### src/rtl/eqv_pkg.sv
package eqv_pkg;

    localparam int VIOL_W   = 6;
    localparam int V_SUM    = 0;
    localparam int V_MARGIN = 1;
    localparam int V_RATIO  = 2;
    localparam int V_RANGE  = 3;
    localparam int V_ENC    = 4;
    localparam int V_COUNT  = 5;

    // Flags from the current-budget rules
    typedef struct packed {
        logic ratio;
        logic margin;
        logic sum;
    } budget_flags_t;

    // Flags from the switch-field rules
    typedef struct packed {
        logic count;
        logic enc;
    } switch_flags_t;

    // A field is a thermometer code when it is of the form 0..01..1
    function automatic logic thermo_ok(input logic [7:0] f);
        return ((f & (f + 8'd1)) == 8'd0);
    endfunction

    function automatic logic [3:0] ones8(input logic [7:0] f);
        logic [3:0] n;
        n = 4'd0;
        for (int i = 0; i < 8; i++) begin
            n = n + {3'd0, f[i]};
        end
        return n;
    endfunction

endpackage

### src/rtl/eqv_current_budget.sv
module eqv_current_budget
    import eqv_pkg::*;
#(
    parameter int PRE_W      = 4,
    parameter int POST_W     = 5,
    parameter int MAIN_W     = 3,
    parameter int MAIN_STEP  = 10,
    parameter int SUM_LIMIT  = 60,
    parameter int MARGIN_MIN = 9,
    parameter int RATIO_K    = 7
) (
    input  logic [MAIN_W-1:0] main_code,
    input  logic [PRE_W-1:0]  pre_code,
    input  logic [POST_W-1:0] post_code,
    output budget_flags_t     flags
);
    localparam int ACC_W  = 12;
    localparam int WIDE_W = 2 * ACC_W;

    logic [ACC_W-1:0]         pre_u, post_u, main_u, sum_u;
    logic signed [ACC_W-1:0]  margin_s;
    logic signed [WIDE_W-1:0] margin_scaled;
    logic signed [WIDE_W-1:0] sum_wide;

    // All currents are counted in units of the side-tap step
    assign pre_u    = ACC_W'(pre_code);
    assign post_u   = ACC_W'(post_code);
    assign main_u   = ACC_W'(main_code) * ACC_W'(MAIN_STEP);
    assign sum_u    = pre_u + main_u + post_u;
    assign margin_s = $signed(main_u) - $signed(pre_u) - $signed(post_u);

    // The ratio limit (max/min - 1 < K-1) becomes sum < K * margin
    assign margin_scaled = WIDE_W'(margin_s) * WIDE_W'(RATIO_K);
    assign sum_wide      = $signed({{ACC_W{1'b0}}, sum_u});

    always_comb begin
        flags.sum    = (sum_u > ACC_W'(SUM_LIMIT));
        flags.margin = (margin_s < $signed(ACC_W'(MARGIN_MIN)));
        flags.ratio  = (margin_s <= $signed(ACC_W'(0))) || (sum_wide >= margin_scaled);
    end

endmodule

### src/rtl/eqv_switch_check.sv
module eqv_switch_check
    import eqv_pkg::*;
#(
    parameter int PRE_W     = 4,
    parameter int POST_W    = 5,
    parameter int SIDE_SW_W = 2,
    parameter int MAIN_SW_W = 4,
    parameter int SW_THRESH = 10
) (
    input  logic [PRE_W-1:0]     pre_code,
    input  logic [POST_W-1:0]    post_code,
    input  logic [SIDE_SW_W-1:0] pre_sw,
    input  logic [SIDE_SW_W-1:0] post_sw,
    input  logic [MAIN_SW_W-1:0] main_sw,
    output switch_flags_t        flags
);
    localparam int CODE_W = (PRE_W > POST_W) ? PRE_W : POST_W;
    localparam int N_SIDE = 2;

    logic [CODE_W-1:0]    side_code [N_SIDE];
    logic [SIDE_SW_W-1:0] side_sw   [N_SIDE];
    logic [N_SIDE-1:0]    side_bad_enc;
    logic [N_SIDE-1:0]    side_short;
    logic                 main_bad_enc;

    assign side_code[0] = CODE_W'(pre_code);
    assign side_code[1] = CODE_W'(post_code);
    assign side_sw[0]   = pre_sw;
    assign side_sw[1]   = post_sw;

    for (genvar g = 0; g < N_SIDE; g++) begin : g_side
        logic [3:0] on_cnt;
        logic       need_two;
        assign on_cnt          = ones8(8'(side_sw[g]));
        assign need_two        = (side_code[g] > CODE_W'(SW_THRESH));
        assign side_bad_enc[g] = !thermo_ok(8'(side_sw[g]));
        assign side_short[g]   = (on_cnt == 4'd0) || (need_two && (on_cnt < 4'd2));
    end

    assign main_bad_enc = !thermo_ok(8'(main_sw));

    always_comb begin
        flags.enc   = main_bad_enc || (|side_bad_enc);
        flags.count = |side_short;
    end

endmodule

### src/rtl/eqv_validator.sv
module eqv_validator
    import eqv_pkg::*;
#(
    parameter int PRE_W      = 4,
    parameter int POST_W     = 5,
    parameter int MAIN_W     = 3,
    parameter int MAIN_MAX   = 5,
    parameter int MAIN_STEP  = 10,
    parameter int SUM_LIMIT  = 60,
    parameter int MARGIN_MIN = 9,
    parameter int RATIO_K    = 7,
    parameter int SIDE_SW_W  = 2,
    parameter int MAIN_SW_W  = 4,
    parameter int SW_THRESH  = 10
) (
    input  logic                 clk,
    input  logic                 rst,
    input  logic                 req,
    input  logic [MAIN_W-1:0]    cfg_main,
    input  logic [PRE_W-1:0]     cfg_pre,
    input  logic [POST_W-1:0]    cfg_post,
    input  logic                 cfg_pre_inv,
    input  logic [MAIN_SW_W-1:0] cfg_main_sw,
    input  logic [SIDE_SW_W-1:0] cfg_pre_sw,
    input  logic [SIDE_SW_W-1:0] cfg_post_sw,
    output logic                 res_valid,
    output logic                 res_pass,
    output logic [VIOL_W-1:0]    res_viol
);
    budget_flags_t     bud;
    switch_flags_t     swf;
    logic              range_bad;
    logic [VIOL_W-1:0] viol_next;
    logic              unused_inv;

    // Polarity plays no part in any rule
    assign unused_inv = cfg_pre_inv;

    eqv_current_budget #(
        .PRE_W(PRE_W), .POST_W(POST_W), .MAIN_W(MAIN_W),
        .MAIN_STEP(MAIN_STEP), .SUM_LIMIT(SUM_LIMIT),
        .MARGIN_MIN(MARGIN_MIN), .RATIO_K(RATIO_K)
    ) u_budget (
        .main_code(cfg_main), .pre_code(cfg_pre), .post_code(cfg_post),
        .flags(bud)
    );

    eqv_switch_check #(
        .PRE_W(PRE_W), .POST_W(POST_W), .SIDE_SW_W(SIDE_SW_W),
        .MAIN_SW_W(MAIN_SW_W), .SW_THRESH(SW_THRESH)
    ) u_switch (
        .pre_code(cfg_pre), .post_code(cfg_post),
        .pre_sw(cfg_pre_sw), .post_sw(cfg_post_sw), .main_sw(cfg_main_sw),
        .flags(swf)
    );

    assign range_bad = (cfg_main > MAIN_W'(MAIN_MAX));

    always_comb begin
        viol_next           = '0;
        viol_next[V_SUM]    = bud.sum;
        viol_next[V_MARGIN] = bud.margin;
        viol_next[V_RATIO]  = bud.ratio;
        viol_next[V_RANGE]  = range_bad;
        viol_next[V_ENC]    = swf.enc;
        viol_next[V_COUNT]  = swf.count;
    end

    always_ff @(posedge clk) begin
        if (rst) begin
            res_valid <= 1'b0;
            res_pass  <= 1'b0;
            res_viol  <= '0;
        end else begin
            res_valid <= req;
            if (req) begin
                res_viol <= viol_next;
                res_pass <= (viol_next == '0);
            end
        end
    end

endmodule

### config.mk
export PLATFORM = sky130hd
export DESIGN_NAME = eqv_validator
export DESIGN_NICKNAME = d
export VERILOG_FILES = /design/src/rtl/eqv_pkg.sv /design/src/rtl/eqv_current_budget.sv /design/src/rtl/eqv_switch_check.sv /design/src/rtl/eqv_validator.sv
export SDC_FILE = /design/constraint.sdc
export NUM_CORES = 1
export LEC_CHECK = 0
export ABC_AREA = 0
export BUFFER_PORTS_ARGS = -buffer_cell sky130_fd_sc_hd__buf_4
export CAP_MARGIN = 20
export CORE_MARGIN = 1
export CORE_UTILIZATION = 40
export DETAILED_ROUTE_END_ITERATION = 6
export GPL_TIMING_DRIVEN = 0
export PLACE_DENSITY = 0.62
export SLEW_MARGIN = 15
export SYNTH_ARGS = -nofsm -noshare
export SYNTH_HDL_FRONTEND = slang
export SYNTH_HIERARCHICAL = 1
export SYNTH_SLANG_ARGS = --single-unit
### constraint.sdc
create_clock -name clk -period 11.7 [get_ports clk]
set_clock_uncertainty 0.2 [all_clocks]
set_input_delay 0.585 -clock clk [delete_from_list [all_inputs] [get_ports clk]]
set_output_delay 0.585 -clock clk [all_outputs]
set_load 0.1 [all_outputs]
Word level (Yosys, flattened, before mapping)
Index checks and enable logic that the tools add are counted.

operators by class
  add/subtract/negate cells = 9
  order comparisons = 9
  reduce and logical (&&, ||, !) cells = 17
  bitwise operators = 3
  multiply operators = 2

operators with widths
  kind                   number
  $ge 13x24->1           1
  $logic_not 8->1        3
  $and 2x8->8            2
  $mul 12x4->16 const B  1
  $add 12x5->12          1
  $gt 12x6->1 const B    1
  $le 12x1->1 const B    1
  $lt 12x5->1 const B    1
  $sub 8x6->9            1
  $add 4x7->8            1
  $and 4x8->8            1
  $logic_not 4->1        2
  $lt 4x2->1 const B     2
  $sub 7x4->8            1
  $add 2x1->3 const B    2
  $logic_not 6->1        1
  $mul 3x3->6 const B    1
  $add 4x1->5 const B    1
  $gt 5x4->1 const B     1
  $add 1x1->2            2
  $gt 4x4->1 const B     1
  $logic_or 1x1->1       4
  $reduce_or 2->1        2
  $gt 3x3->1 const B     1
  other kinds (2)        5

storage, ports and cells
  register bits = 8
  output and inout bits = 8

Longest topological paths before layout
Gate-level depths: netlist of run 1.

  word-level depth = 7
  gate-level depth with buffers = 27
  depth with buffers taken out = 27

Cells and area by module
Netlist of run 1, hierarchy kept.

modules (own cells, without submodules)
  module              times used  area an instance (µm²)  cells each
  eqv_current_budget  1           2009.4                  239
  eqv_validator       1           300.3                   29
  eqv_switch_check    1           98.8                    18

Least setup slack after synthesis of run 1
No wires, ideal clock.

  path kind = input to register
  start = input port cfg_main[0]
  end = register res_pass
  setup time = 70 ps
  slack = 6062 ps
  arrival = 5368 ps
  cell stages on the path = 26
  path buffers = 0
  path through = ha_1 ha_1 o21a_2 o31ai_4 a21boi_0 ha_1 nor2b_1 nor2_1 xor2_1 inv_1 ha_1 inv_1 fa_1 inv_1 ha_1 o21ai_0 o21a_1 o21bai_1 xor2_1 ha_1 nor2b_1 o22ai_1 o21ai_0 nor3_1 nand3_1 a21oi_1

RTL lines
  element               line                 RTL
  start, declared       eqv_validator.sv:19  input logic [MAIN_W-1:0] cfg_main,
  end signal, assigned  eqv_validator.sv:78  res_pass <= (viol_next == '0);
  end, declared         eqv_validator.sv:27  output logic res_pass,

==> impl_metrics.py, run 1 <==
metrics = {
    "sta": {
        "rsz_0062_raised_after_global_routing": "no",
        "timing_max_transition_violations_final": 0,
        "final-hold-violation-count": 0,
        "clock.fmax_mhz": 161.5,
        "layout_min_cycle_time_ps": 6193,
        "final.period_utilization_pct": 52.93,
        "worst_slew_pin_slew_ps": 821.0,
        "final-setup-viol-count": 0,
        "maxSlewHeadroom_pct": 44.78,
        "setup_tns_ps": 0,
    },
    "yosys": {
        "asyncSetResetFlopFracSynth_pct": 0,
        "yosys.cell_count.top_type": "inv_1",
        "yosysWarningCount": 6,
        "synth_largest_type_area_fraction_pct": 25.97,
        "synth_sequential_area_ratio_pct": 6.649,
        "synth-edff-count": 0,
        "yosysUniqueCellTypes": 55,
        "flip_flop_and_latch_count_after_synthesis": 8,
        "synthTopCellsByArea": "ha_1 26%, fa_1 11%, inv_1 8.1%",
        "syn_area_um2": 2409,
        "ys_dominant_reg_cell": "dfxtp_1",
        "post_synthesis_mean_instance_area_um2": 8.422,
        "syn_inst": 286,
        "yosys.area.top_type": "ha_1",
        "yosys-top-cells-count": "52 x inv_1, 50 x ha_1, 17 x nor2_1, 16 x a21oi_1, 14 x o21ai_0",
        "synth_fp_nets": 373,
    },
    "clocking": {
        "ctsHtreeMaxLevel": 1,
        "cts_inserted_buffers": 3,
        "count_of_instances_resized_after_the_clock_tree_is_built": 0,
        "clock_tree.root_cell": "clkbuf_8",
        "postCtsHoldBufs": 0,
        "clock_pin_slew_reported_for_the_worst_setup_and_hold_paths_after_clock_tree_synthesis_ps": 40,
        "clock-sinks": 8,
        "cts.repair_timing.setup_buffer_count": 0,
        "clk_path_buf_depth": 2,
        "cts_tree": "built",
        "clock_latency_ps": 230,
    },
    "global_route": {
        "largest_net_degree_at_the_start_of_global_routing": 11,
        "global_route_wire_length_before_repair_um": 8404,
        "first_global_vias": 1959,
        "antenna_found_initial": 0,
        "grt_remaining_overflow": 0,
        "groute.usage.overall_pct": 16.49,
    },
    "critical_path": {
        "worst_path_dominant_cell_family": "compound AO/OA/AOI/OAI gates",
        "endpoint_kind": "flop",
        "cp.required_ps": 11660,
        "cp_slowest_cell": "fa_1",
        "cp_common_cell": "ha_1",
        "worst-r2r-cell-count": 2,
        "critical_path_class": "in -> reg",
        "timing.critical_path.depth": 26,
        "critPathMaxFanout": 6,
        "startpoint_type": "input port",
        "cp_num_buf_inv": 3,
        "worstPathArrival_ps": 6150,
        "timing.critical_path.slowest_cell_delay_ps": 550,
    },
    "route": {
        "detailedRoute.firstIterationViolations": 40,
        "via_count": 2005,
        "first_pass_iters": 4,
        "drt-wirelength-per-cell_um": 12.25,
        "final_antenna_net_count": 0,
        "wirelength_um": 4767,
        "drc": 0,
        "average_vias_per_placed_instance": 5.154,
    },
    "floorplanning": {
        "dieArea_um2": 6335,
        "floorplan.io_pins": 32,
        "initial_utilization_pct": 42.69,
        "row_count": 27,
        "die-height_um": 79.60,
        "floorplan.core_area_um2": 5642,
        "die_w_um": 79.60,
    },
    "final_layout": {
        "share_of_cells_above_drive_strength_1_pct": 13.88,
        "fillCellCount": 553,
        "nNetsFinal": 406,
        "layout-area-overhead-vs-synth_pct": 14.18,
        "antenna_cells_inserted": 0,
    },
    "placement": {
        "routabilityCongestion": 0.7944,
        "io_buffer_count": 28,
        "hpwlAfterDp_um": 4249,
    },
    "flow_run": {
        "cap_viol_max_count": 0,
    },
    "status": {
        "run_status": "complete, no violations",
    },
    "worst_hold_path": {
        "worstHoldPathType": "reg -> reg",
        "min_path_cells": 2,
    },
}
==> tightest hold or removal path, delay by kind of cell (launching register included) <==
kind,cells,cell delay [ps]
AND/OR/NAND/NOR,1,60
flip-flops,1,300
AO/OA/AOI/OAI,1,50
==> metal layers <==
metal  global-route usage, %  share of wire [%]
met4                   1.636               0.29
met5                       0                  0
met1                   21.14                 50
met2                   30.34                 47
met3                   1.714                2.4
==> path summary, 6_finish.rpt <==
kind	from	end	slack [ps]
hold reg to reg	res_pass	res_pass	270
hold / removal	res_pass	res_pass	270
setup / recovery	cfg_main[0]	res_pass	5510
setup reg to reg	res_viol[2]	res_viol[2]	10900
==> flip-flops by register name, summed over array words and instances, names as in the netlist <==
register   count
res_pass       1
res_valid      1
res_viol       6
==> stage by stage <==
stage	std cells	util (%)	setup slack [ps]	instance area [um2]	hold slack, ps
6_report	389	48.75	5507	2750	267.2
5_1_grt	389	48.75	5014	2750	297.0
4_1_cts	389	48.75	5454	2750	272.0
3_5_place_dp	386	48.02	5252	2709	264.4
3_3_place_gp	386	48.02	5255	2709	263.2
2_1_floorplan	286	-	6062	2409	545.0
==> final cells by class <==
cell class / count / area [um2] / area share [%]
Buffer: 2 / 15.01 / 0.5460
Clock buffer: 3 / 41.29 / 1.501
Inverter: 52 / 195.2 / 7.097
Multi-Input combinational cell: 224 / 2038 / 74.11
Sequential cell: 8 / 160.2 / 5.823
Tap cell: 72 / 90.09 / 3.276
Timing Repair Buffer: 28 / 210.2 / 7.643
==> cells by family (layout without fill, tap and decap cells) <==
family,Yosys count,after routing,synth area share (%)
AOI/OAI and AO/OA,73,73,23.17
adders and majority gates,63,63,36.78
and+or+nand+nor,56,56,11.95
buffers and inverters,54,85,8.727
xor gates and xnor gates,24,24,9.351
muxes,8,8,3.377
DFF,8,8,6.649
==> placed cells by master (no fill, tap or decap), drive strengths merged, types with 2 or more instances in the layout <==
master / Yosys / routed
nand2b: 6 / 6
fa: 13 / 13
nor2: 17 / 17
a21o: 5 / 5
clkbuf: 1 / 4
nor3: 3 / 3
a21boi: 3 / 3
nand3: 6 / 6
a2111oi: 2 / 2
ha: 50 / 50
mux2i: 7 / 7
inv: 52 / 52
a21oi: 16 / 16
nand2: 7 / 7
o2111a: 2 / 2
nor2b: 10 / 10
o211ai: 2 / 2
o21ai: 15 / 15
o31ai: 3 / 3
o21a: 3 / 3
a211oi: 8 / 8
xnor2: 10 / 10
buf: 1 / 29
a31oi: 2 / 2
and3: 2 / 2
o21bai: 2 / 2
dfxtp: 8 / 8
xor2: 14 / 14
Power of run 1 is left out: the tool's default activity adds up to more than one toggle a clock period on the data nets, which glitch-free logic cannot reach.
==> inputs of run 2 (changes only) <==
clock period = 5.8 ns   (was 11.7 ns; I/O delays follow)
==> impl_metrics.py, run 2 (synthesized netlist as in run 1, its figures left out) <==
metrics = {
    "status": {
        "run_status": "complete, no violations",
    },
    "placement": {
        "io_buffer_count": 28,
        "hpwlAfterDp_um": 4249,
        "cell_count_post_placement": 386,
        "routabilityCongestion": 0.7944,
        "dpl-instance-area_um2": 2709,
    },
    "route": {
        "first_pass_iters": 4,
        "drc": 0,
        "drt-wirelength-per-cell_um": 12.46,
        "via_count": 2030,
        "final_antenna_net_count": 0,
        "wirelength_um": 4923,
        "average_vias_per_placed_instance": 5.139,
        "detailedRoute.firstIterationViolations": 35,
    },
    "sta": {
        "timing.hold.ws_ps": 146.3,
        "final-setup-viol-count": 0,
        "timing_max_transition_violations_final": 0,
        "layout_min_cycle_time_ps": 5463,
        "final.period_utilization_pct": 94.19,
        "worst_slew_pin_slew_ps": 551.5,
        "final-hold-violation-count": 0,
        "maxSlewHeadroom_pct": 63.16,
        "clock.fmax_mhz": 183.1,
    },
    "final_layout": {
        "layout-area-overhead-vs-synth_pct": 18.08,
        "nNetsFinal": 412,
        "reg_top3": "res_viol x6, res_pass x1, res_valid x1",
        "final_cell_mix": "52 x inv_1, 49 x ha_1, 34 x buf_4, 16 x nor2_1, 16 x a21oi_1",
        "share_of_cells_above_drive_strength_1_pct": 17.96,
        "antenna_cells_inserted": 0,
        "final_common_cell": "inv_1",
        "top_register": "res_viol",
        "layout.cell_area.non_filler_um2": 2844,
        "largest_register_ffs": 6,
        "finish.cell_count_without_fillers": 395,
    },
    "critical_path": {
        "startpoint_type": "input port",
        "worst_path_dominant_cell_family": "adder cells",
        "cp_num_buf_inv": 4,
        "cp_common_cell": "ha_1",
        "cp_slowest_cell": "fa_1",
        "endpoint_kind": "flop",
        "worstPathArrival_ps": 5360,
        "critical_path_class": "in -> reg",
        "cp.required_ps": 5700,
        "critPathMaxFanout": 6,
        "timing.critical_path.slowest_cell_delay_ps": 490,
    },
    "clocking": {
        "clock_tree.root_cell": "clkbuf_8",
        "clock-sinks": 8,
        "clock_pin_slew_reported_for_the_worst_setup_and_hold_paths_after_clock_tree_synthesis_ps": 40,
        "clk_path_buf_depth": 2,
        "ctsHtreeMaxLevel": 1,
        "cts_inserted_buffers": 3,
        "clock_latency_ps": 220,
        "cts_tree": "built",
    },
    "global_route": {
        "grt_remaining_overflow": 0,
        "largest_net_degree_at_the_start_of_global_routing": 11,
        "groute.usage.overall_pct": 16.49,
        "global_route_wire_length_before_repair_um": 8404,
        "antenna_found_initial": 0,
        "first_global_vias": 1959,
    },
    "floorplanning": {
        "dieArea_um2": 6335,
        "die_w_um": 79.60,
        "row_count": 27,
        "initial_utilization_pct": 42.69,
        "floorplan.io_pins": 32,
        "floorplan.core_area_um2": 5642,
        "die-height_um": 79.60,
    },
    "worst_hold_path": {
        "worstHoldPathType": "in -> reg",
    },
    "flow_run": {
        "cap_viol_max_count": 0,
    },
}
[run 2: layout make-up]
cell class / count / area, um2
Buffer: 2 / 15.01
Tap cell: 72 / 90.09
Sequential cell: 8 / 160.2
Timing Repair Buffer: 34 / 255.2
Fill cell: 543 / 2798
Multi-Input combinational cell: 224 / 2087
Clock buffer: 3 / 41.29
Inverter: 52 / 195.2
[run 2: worst paths after layout]
path / startpoint / to / slack (ps) / cells past startpoint
worst max register to register: res_viol[2] / res_viol[2] / 5000 / 2
worst min register to register: res_pass / res_pass / 270 / 2
worst max-delay path: cfg_main[0] / res_pass / 340 / 26
worst min-delay path: req / res_valid / 150 / 2
[run 2: per-layer routing]
| layer | share of wire, % | global-route usage (%) |
|---|---|---|
| met4 | 0.16 | 1.636 |
| met5 | 0 | 0 |
| met3 | 2.2 | 1.714 |
| met2 | 48 | 30.34 |
| met1 | 49 | 21.15 |
[run 2: repair_timing]
action	4_1_cts	5_1_grt
setup buffers	0	6
setup endpoints to repair	2	2
gates resized for setup	3	10
hold buffers	0	0
pin swaps	0	8
[run 2: stage by stage]
step                util, %  TNS, ps  worst slack (ps)
global placement      48.02   -581.4            -349.5
floorplan                 -        0             456.6
global route          50.41   -5.768            -5.768
CTS                   48.88        0             1.398
finish                50.41        0             337.0
detailed placement    48.02   -597.9            -353.4
Power of run 2 is left out for the same reason.
